File: config.mk
export PLATFORM = sky130hd
export DESIGN_NAME = octal_lsd_ctrl
export DESIGN_NICKNAME = d
export VERILOG_FILES = /design/src/rtl/olsd_pkg.sv /design/src/rtl/olsd_sync.sv /design/src/rtl/olsd_edge_sync.sv /design/src/rtl/olsd_shift.sv /design/src/rtl/olsd_protect.sv /design/src/rtl/octal_lsd_ctrl.sv
export SDC_FILE = /design/constraint.sdc
export NUM_CORES = 1
export LEC_CHECK = 0
export BUFFER_PORTS_ARGS = -buffer_cell sky130_fd_sc_hd__buf_2
export CAP_MARGIN = 20
export CELL_PAD_IN_SITES_DETAIL_PLACEMENT = 1
export CELL_PAD_IN_SITES_GLOBAL_PLACEMENT = 1
export CORE_UTILIZATION = 39
export DETAILED_ROUTE_END_ITERATION = 10
export MAX_ROUTING_LAYER = met4
export PLACE_DENSITY_LB_ADDON = 0.1
export REMOVE_ABC_BUFFERS = 1
export SYNTH_ARGS = -nofsm -noshare
export SYNTH_HDL_FRONTEND = slang
export SYNTH_SLANG_ARGS = --single-unit
File: constraint.sdc
create_clock -name clk -period 3.5 [get_ports clk]
set_input_delay 0.7 -clock clk [delete_from_list [all_inputs] [get_ports clk]]
set_output_delay 0.7 -clock clk [all_outputs]
set_load 0.1 [all_outputs]
File: src/rtl/olsd_pkg.sv
package olsd_pkg;

    // Two-flop synchronizer plus edge-detect history for one serial line.
    typedef struct packed {
        logic s1;
        logic s2;
        logic prev;
    } edge_st_t;

    // Blanking window length in system-clock cycles, never below one.
    function automatic int blank_cycles(input int clk_hz, input int delay_us);
        int c;
        c = (clk_hz / 1000) * delay_us / 1000;
        return (c < 1) ? 1 : c;
    endfunction

endpackage

File: src/rtl/olsd_sync.sv
module olsd_sync #(
    parameter int W = 8
) (
    input  logic         clk,
    input  logic         rst_n,
    input  logic [W-1:0] d,
    output logic [W-1:0] q
);
    typedef struct packed {
        logic [W-1:0] s1;
        logic [W-1:0] s2;
    } st_t;

    st_t st_d, st_q;

    always_comb begin
        st_d    = st_q;
        st_d.s1 = d;
        st_d.s2 = st_q.s1;
    end

    always_ff @(posedge clk or negedge rst_n) begin
        if (!rst_n) st_q <= '0;
        else        st_q <= st_d;
    end

    assign q = st_q.s2;

endmodule

File: src/rtl/olsd_edge_sync.sv
module olsd_edge_sync #(
    parameter logic IDLE = 1'b0
) (
    input  logic clk,
    input  logic rst_n,
    input  logic d,
    output logic rise,
    output logic fall
);
    import olsd_pkg::*;

    edge_st_t st_d, st_q;

    always_comb begin
        st_d      = st_q;
        st_d.s1   = d;
        st_d.s2   = st_q.s1;
        st_d.prev = st_q.s2;
    end

    always_ff @(posedge clk or negedge rst_n) begin
        if (!rst_n) st_q <= '{s1: IDLE, s2: IDLE, prev: IDLE};
        else        st_q <= st_d;
    end

    assign rise = st_q.s2 & ~st_q.prev;
    assign fall = ~st_q.s2 & st_q.prev;

endmodule

File: src/rtl/olsd_shift.sv
module olsd_shift #(
    parameter int N = 8
) (
    input  logic         clk,
    input  logic         rst_n,
    input  logic         cs_fall,
    input  logic         cs_rise,
    input  logic         sck_rise,
    input  logic         sck_fall,
    input  logic         si,
    input  logic [N-1:0] flags,
    output logic [N-1:0] sr,
    output logic         so
);
    typedef struct packed {
        logic [N-1:0] sr;
        logic         so;
        logic         active;
    } st_t;

    st_t st_d, st_q;

    always_comb begin
        st_d = st_q;
        if (cs_fall) begin
            st_d.active = 1'b1;
            st_d.sr     = flags;
            st_d.so     = flags[N-1];
        end else if (cs_rise) begin
            st_d.active = 1'b0;
        end else if (st_q.active) begin
            if (sck_rise) st_d.so = st_q.sr[N-1];
            if (sck_fall) st_d.sr = {st_q.sr[N-2:0], si};
        end
    end

    always_ff @(posedge clk or negedge rst_n) begin
        if (!rst_n) st_q <= '0;
        else        st_q <= st_d;
    end

    assign sr = st_q.sr;
    assign so = st_q.so;

    // the frame opens with the synchronized flags in the register
    a_r2_flag_capture: assert property (@(posedge clk) disable iff (!rst_n)
        cs_fall |=> (sr == $past(flags)));

    // serial output moves only on an SCLK rise or a new frame
    a_r4_so_hold: assert property (@(posedge clk) disable iff (!rst_n)
        (!sck_rise && !cs_fall) |=> $stable(so));

endmodule

File: src/rtl/olsd_protect.sv
module olsd_protect #(
    parameter int N     = 8,
    parameter int BLANK = 16000
) (
    input  logic         clk,
    input  logic         rst_n,
    input  logic         load,
    input  logic [N-1:0] sr,
    input  logic [N-1:0] flags,
    output logic [N-1:0] latch
);
    localparam int CW = $clog2(BLANK + 1);

    typedef struct packed {
        logic [N-1:0]  latch;
        logic [CW-1:0] cnt;
    } st_t;

    st_t st_d, st_q;

    always_comb begin
        st_d = st_q;
        if (load) begin
            st_d.latch = sr;
            st_d.cnt   = CW'(BLANK);
        end else if (st_q.cnt != '0) begin
            st_d.cnt = st_q.cnt - CW'(1);
        end else begin
            // on-channel (0) whose pin stays high is forced off (1)
            st_d.latch = st_q.latch | flags;
        end
    end

    always_ff @(posedge clk or negedge rst_n) begin
        if (!rst_n) st_q <= '{latch: '1, cnt: '0};
        else        st_q <= st_d;
    end

    assign latch = st_q.latch;

    // a frame end copies the shift register into the latch
    a_r5_latch_load: assert property (@(posedge clk) disable iff (!rst_n)
        load |=> (latch == $past(sr)));

    // flags cannot touch the latch inside the blanking window
    a_r6_blank_hold: assert property (@(posedge clk) disable iff (!rst_n)
        (st_q.cnt != '0 && !load) |=> $stable(latch));

    // outside the window no channel is switched on, and only flagged ones go off
    a_r7_only_faulty_off: assert property (@(posedge clk) disable iff (!rst_n)
        (st_q.cnt == '0 && !load) |=>
            (((latch & ~$past(latch) & ~$past(flags)) == '0) &&
             (($past(latch) & ~latch) == '0)));

    // every flagged channel ends up off once the window is over
    a_r7_faulty_off: assert property (@(posedge clk) disable iff (!rst_n)
        (st_q.cnt == '0 && !load) |=> ((~latch & $past(flags)) == '0));

endmodule

File: src/rtl/octal_lsd_ctrl.sv
module octal_lsd_ctrl #(
    parameter int N_CH     = 8,
    parameter int CLK_HZ   = 100_000_000,
    parameter int BLANK_US = 160
) (
    input  logic            clk,
    input  logic            rst_n,
    input  logic            cs_n,
    input  logic            sclk,
    input  logic            sdi,
    input  logic [N_CH-1:0] diag_hi,
    output logic            sdo,
    output logic            sdo_oe,
    output logic [N_CH-1:0] drv_n
);
    localparam int BLANK = olsd_pkg::blank_cycles(CLK_HZ, BLANK_US);

    logic            cs_rise, cs_fall;
    logic            sck_rise, sck_fall;
    logic            si_s;
    logic [N_CH-1:0] flags_s;
    logic [N_CH-1:0] sr;
    logic            so;

    olsd_edge_sync #(.IDLE(1'b1)) u_cs (
        .clk (clk), .rst_n (rst_n), .d (cs_n),
        .rise(cs_rise), .fall(cs_fall)
    );

    olsd_edge_sync #(.IDLE(1'b0)) u_sck (
        .clk (clk), .rst_n (rst_n), .d (sclk),
        .rise(sck_rise), .fall(sck_fall)
    );

    olsd_sync #(.W(1)) u_si_sync (
        .clk(clk), .rst_n(rst_n), .d(sdi), .q(si_s)
    );

    olsd_sync #(.W(N_CH)) u_flag_sync (
        .clk(clk), .rst_n(rst_n), .d(diag_hi), .q(flags_s)
    );

    olsd_shift #(.N(N_CH)) u_shift (
        .clk     (clk),
        .rst_n   (rst_n),
        .cs_fall (cs_fall),
        .cs_rise (cs_rise),
        .sck_rise(sck_rise),
        .sck_fall(sck_fall),
        .si      (si_s),
        .flags   (flags_s),
        .sr      (sr),
        .so      (so)
    );

    olsd_protect #(.N(N_CH), .BLANK(BLANK)) u_protect (
        .clk  (clk),
        .rst_n(rst_n),
        .load (cs_rise),
        .sr   (sr),
        .flags(flags_s),
        .latch(drv_n)
    );

    assign sdo    = so;
    assign sdo_oe = ~cs_n;

endmodule

==> results by group <==
Yosys
  – Part of the Yosys area used for sequential elements: 60.7%
  – Mean post-synth cell area: 11.4 µm²
  – Synth cell types: 37
  – #FFs+latches synth: 56
  – Post-synthesis cell count: 204
  – Area of the mapped netlist: 0.00233 mm²
  – YS warnings: 0

Global route
  – First-pass GRT wire length: 7780 µm
  – Initial antenna violation count: 0
  – Largest net degree at the start of global routing: 39
  – Total grt overflow: 0
  – Vias in the first global route: 1694
  – GR Util All Layers: 16.7%

Setup path
  – CP Capture Type: register
  – Worst setup SP type: register
  – Data arrival, critical path: 2280 ps
  – Critical path cell sequence: inv_1 > ha_1 > nor4b_2 > and4_1 > o21ai_0 > a21oi_1
  – Setup CP Type: register to register
  – Reg2reg setup slack: 1460 ps
  – Worst path slowest cell: and4_1
  – Slowest Stage Delay on Critical Path: 550 ps
  – Worst EP required: 3740 ps
  – Reg2reg start: u_protect.st_q[0]$_DFFE_PN0P_
  – Reg2Reg Depth: 6
  – Delay-heaviest family, CP: simple AND/OR/NAND/NOR gates
  – Worst flop-to-flop path endpoint: u_protect.st_q[5]$_DFFE_PN0P_
  – WP buf/inv: 1
  – CP endpoint: u_protect.st_q[5]$_DFFE_PN0P_
  – Crit Path Max Fanout: 12
  – CP Depth: 6
  – Critical Path Source: u_protect.st_q[0]$_DFFE_PN0P_

Floorplanning
  – Total core area: 0.00564 mm²
  – Die Ht: 79.3 µm
  – Die Area: 0.00629 mm²
  – # IOs: 23
  – Die Width: 79.3 µm
  – Starting Density: 41.3%
  – Num rows: 27

Finish
  – Ant diodes: 0
  – Most common cell after layout, fill and taps aside: dfrtp_1
  – # fillers: 634
  – Commonest cells after routing, fill and taps aside: 45 x dfrtp_1, 26 x a21oi_1, 22 x buf_2, 17 x nor2_1, 15 x inv_1
  – Final std cell area, no fill: 0.00255 mm²
  – Area growth from synthesis to layout: 9.51%
  – Share of layout cells above drive strength 1: 22.2%
  – NumNets Final: 236

Power
  – Max VDD drop: 285 µV
  – Power density of the placed cells: 689 mW/mm²
  – LEAKAGE: 1.06 nW

Routing
  – Pre-antenna DRT Iters: 3
  – Drc violations: 0
  – Routed length per instance: 15.5 µm
  – Routed WL: 4530 µm
  – Vias: 1584
  – Iteration-0 DRC count of the detailed router: 53
  – Drt via density: 5.41
  – Post-route antenna net violation count: 0

Placement
  – Gp weighted congestion: 0.773
  – Placed Area: 0.00245 mm²
  – Post-DP HPWL: 3160 µm
  – Port Buffers: 22

STA
  – Tmin final: 2040 ps
  – Worst-Margin Slew: 841 ps
  – Final hold vios: 0
  – RSZ-0062 raised after global routing: false
  – Setup violators final: 0
  – Setup TNS: 0 ps
  – Final slew viol count: 0
  – Clock Skew: 6.04 ps
  – Maximum clock frequency: 0.489 GHz
  – Final worst path period share: 58.4%
  – Rel. slew slack: 44.0%

Run
  – Max cap viols: 0

Clocking
  – Worst skew pair latency: 310 ps
  – Resized cells post-CTS: 0
  – Hold_buf cts: 0
  – CTS Buf Count: 5
  – Worst-path clk slew: 100 ps
  – TritonCTS clock tree: done
  – Max Root-Sink Buffers: 2
  – Clock sink count: 56
  – Clock Tree Root: clkbuf_8
  – H-Tree Depth: 2
  – # Post-CTS Setup Buffers: 0

Worst hold path
  – Hold Crit Class: register to register

Run status
  – Outcome: completed
==> how the worst min path moves through the flow <==
stage	from	end	slack [ps]	cells after the start
finish	u_flag_sync.st_d[7]$_DFF_PN0_	u_flag_sync.q[7]$_DFF_PN0_	360	0
global route	u_cs.st_d[1]$_DFF_PN1_	u_cs.st_d[0]$_DFF_PN1_	370	0
CTS	u_flag_sync.st_d[1]$_DFF_PN0_	u_flag_sync.q[1]$_DFF_PN0_	360	0
detailed placement	u_flag_sync.st_d[1]$_DFF_PN0_	u_flag_sync.q[1]$_DFF_PN0_	340	0
global placement	u_flag_sync.st_d[4]$_DFF_PN0_	u_flag_sync.q[4]$_DFF_PN0_	330	0
floorplan	u_flag_sync.st_d[0]$_DFF_PN0_	u_flag_sync.q[0]$_DFF_PN0_	330	0
==> per-layer routing <==
metal / vias up / routed length, µm / GRT usage, %
met3: 9 / 107 / 3.33
met1: 816 / 1940 / 17.6
met4: 0 / 102 / 7.09
met2: 22 / 2390 / 30.3
met5: - / 0 / -
li1: 737 / - / -
==> cells in the mapped netlist (all sizes together) <==
cell type | instances | area, µm²
a211o | 1 | 8.76
a211oi | 9 | 67.6
a21oi | 26 | 130
a31oi | 1 | 6.26
and3 | 1 | 6.26
and4 | 2 | 17.5
buf | 10 | 75.1
clkbuf | 6 | 22.5
dfrtp | 45 | 1130
dfstp | 11 | 289
ha | 3 | 37.5
inv | 15 | 56.3
mux2i | 9 | 90.1
nand2 | 5 | 18.8
nand2b | 1 | 6.26
nand3 | 4 | 20.0
nand3b | 3 | 22.5
nand4 | 2 | 12.5
nor2 | 17 | 63.8
nor2b | 3 | 18.8
nor3 | 4 | 36.3
nor3b | 1 | 7.51
nor4 | 4 | 31.3
nor4b | 1 | 15.0
o21a | 1 | 7.51
o21ai | 6 | 30.0
o21ba | 1 | 10.0
o31a | 1 | 8.76
o31ai | 2 | 15.0
o41ai | 1 | 8.76
or3 | 3 | 18.8
or3b | 1 | 8.76
or4 | 3 | 22.5
or4b | 1 | 13.8
==> cell type report <==
cell class	count	area [µm²]	share of cell area [%]
repair buffers	25	140	5.49
well taps	72	90.1	3.53
flip-flops and latches	56	1420	55.5
clock inverters	2	16.3	0.638
multi-input cells	117	761	29.8
inverters	15	56.3	2.21
clock buffers	6	72.6	2.84
==> where the power goes <==
part	internal [mW]	total, mW	switching [mW]
Combinational	0.150	0.514	0.364
Sequential	0.775	0.887	0.112
Clock	0.143	0.357	0.214
==> stage by stage <==
stage | total power [mW] | cells | setup slack, ps | hold WS [ps] | utilization (%)
final | 1.76 | 293 | 1460 | 357 | 45.2
after global placement | 1.40 | 284 | 1420 | 332 | 43.4
after CTS | 1.78 | 292 | 1350 | 362 | 45.0
after global routing | 1.86 | 293 | 1210 | 370 | 45.2
after floorplan | 1.29 | 188 | 1490 | 331 | -
after detailed placement | 1.42 | 284 | 1360 | 338 | 43.4
==> registers in the layout (all words and copies together), names as in the netlist, 2 cells and up <==
signal,cells
u_shift.sr,8
u_sck.st_d,2
u_protect.latch,8
u_cs.st_d,2
u_protect.st_q,14
u_flag_sync.q,8
u_flag_sync.st_d,8
==> cells by family after synthesis <==
| kind of cell | share of synthesized area (%) |
|---|---|
| AOI/OAI and AO/OA | 12.6 |
| DFF | 60.7 |
| buffers and inverters | 6.61 |
| muxes | 3.87 |
| and+or+nand+nor | 14.6 |
| adders and majority gates | 1.61 |
Note: power is estimated with default switching activity, not from simulation.
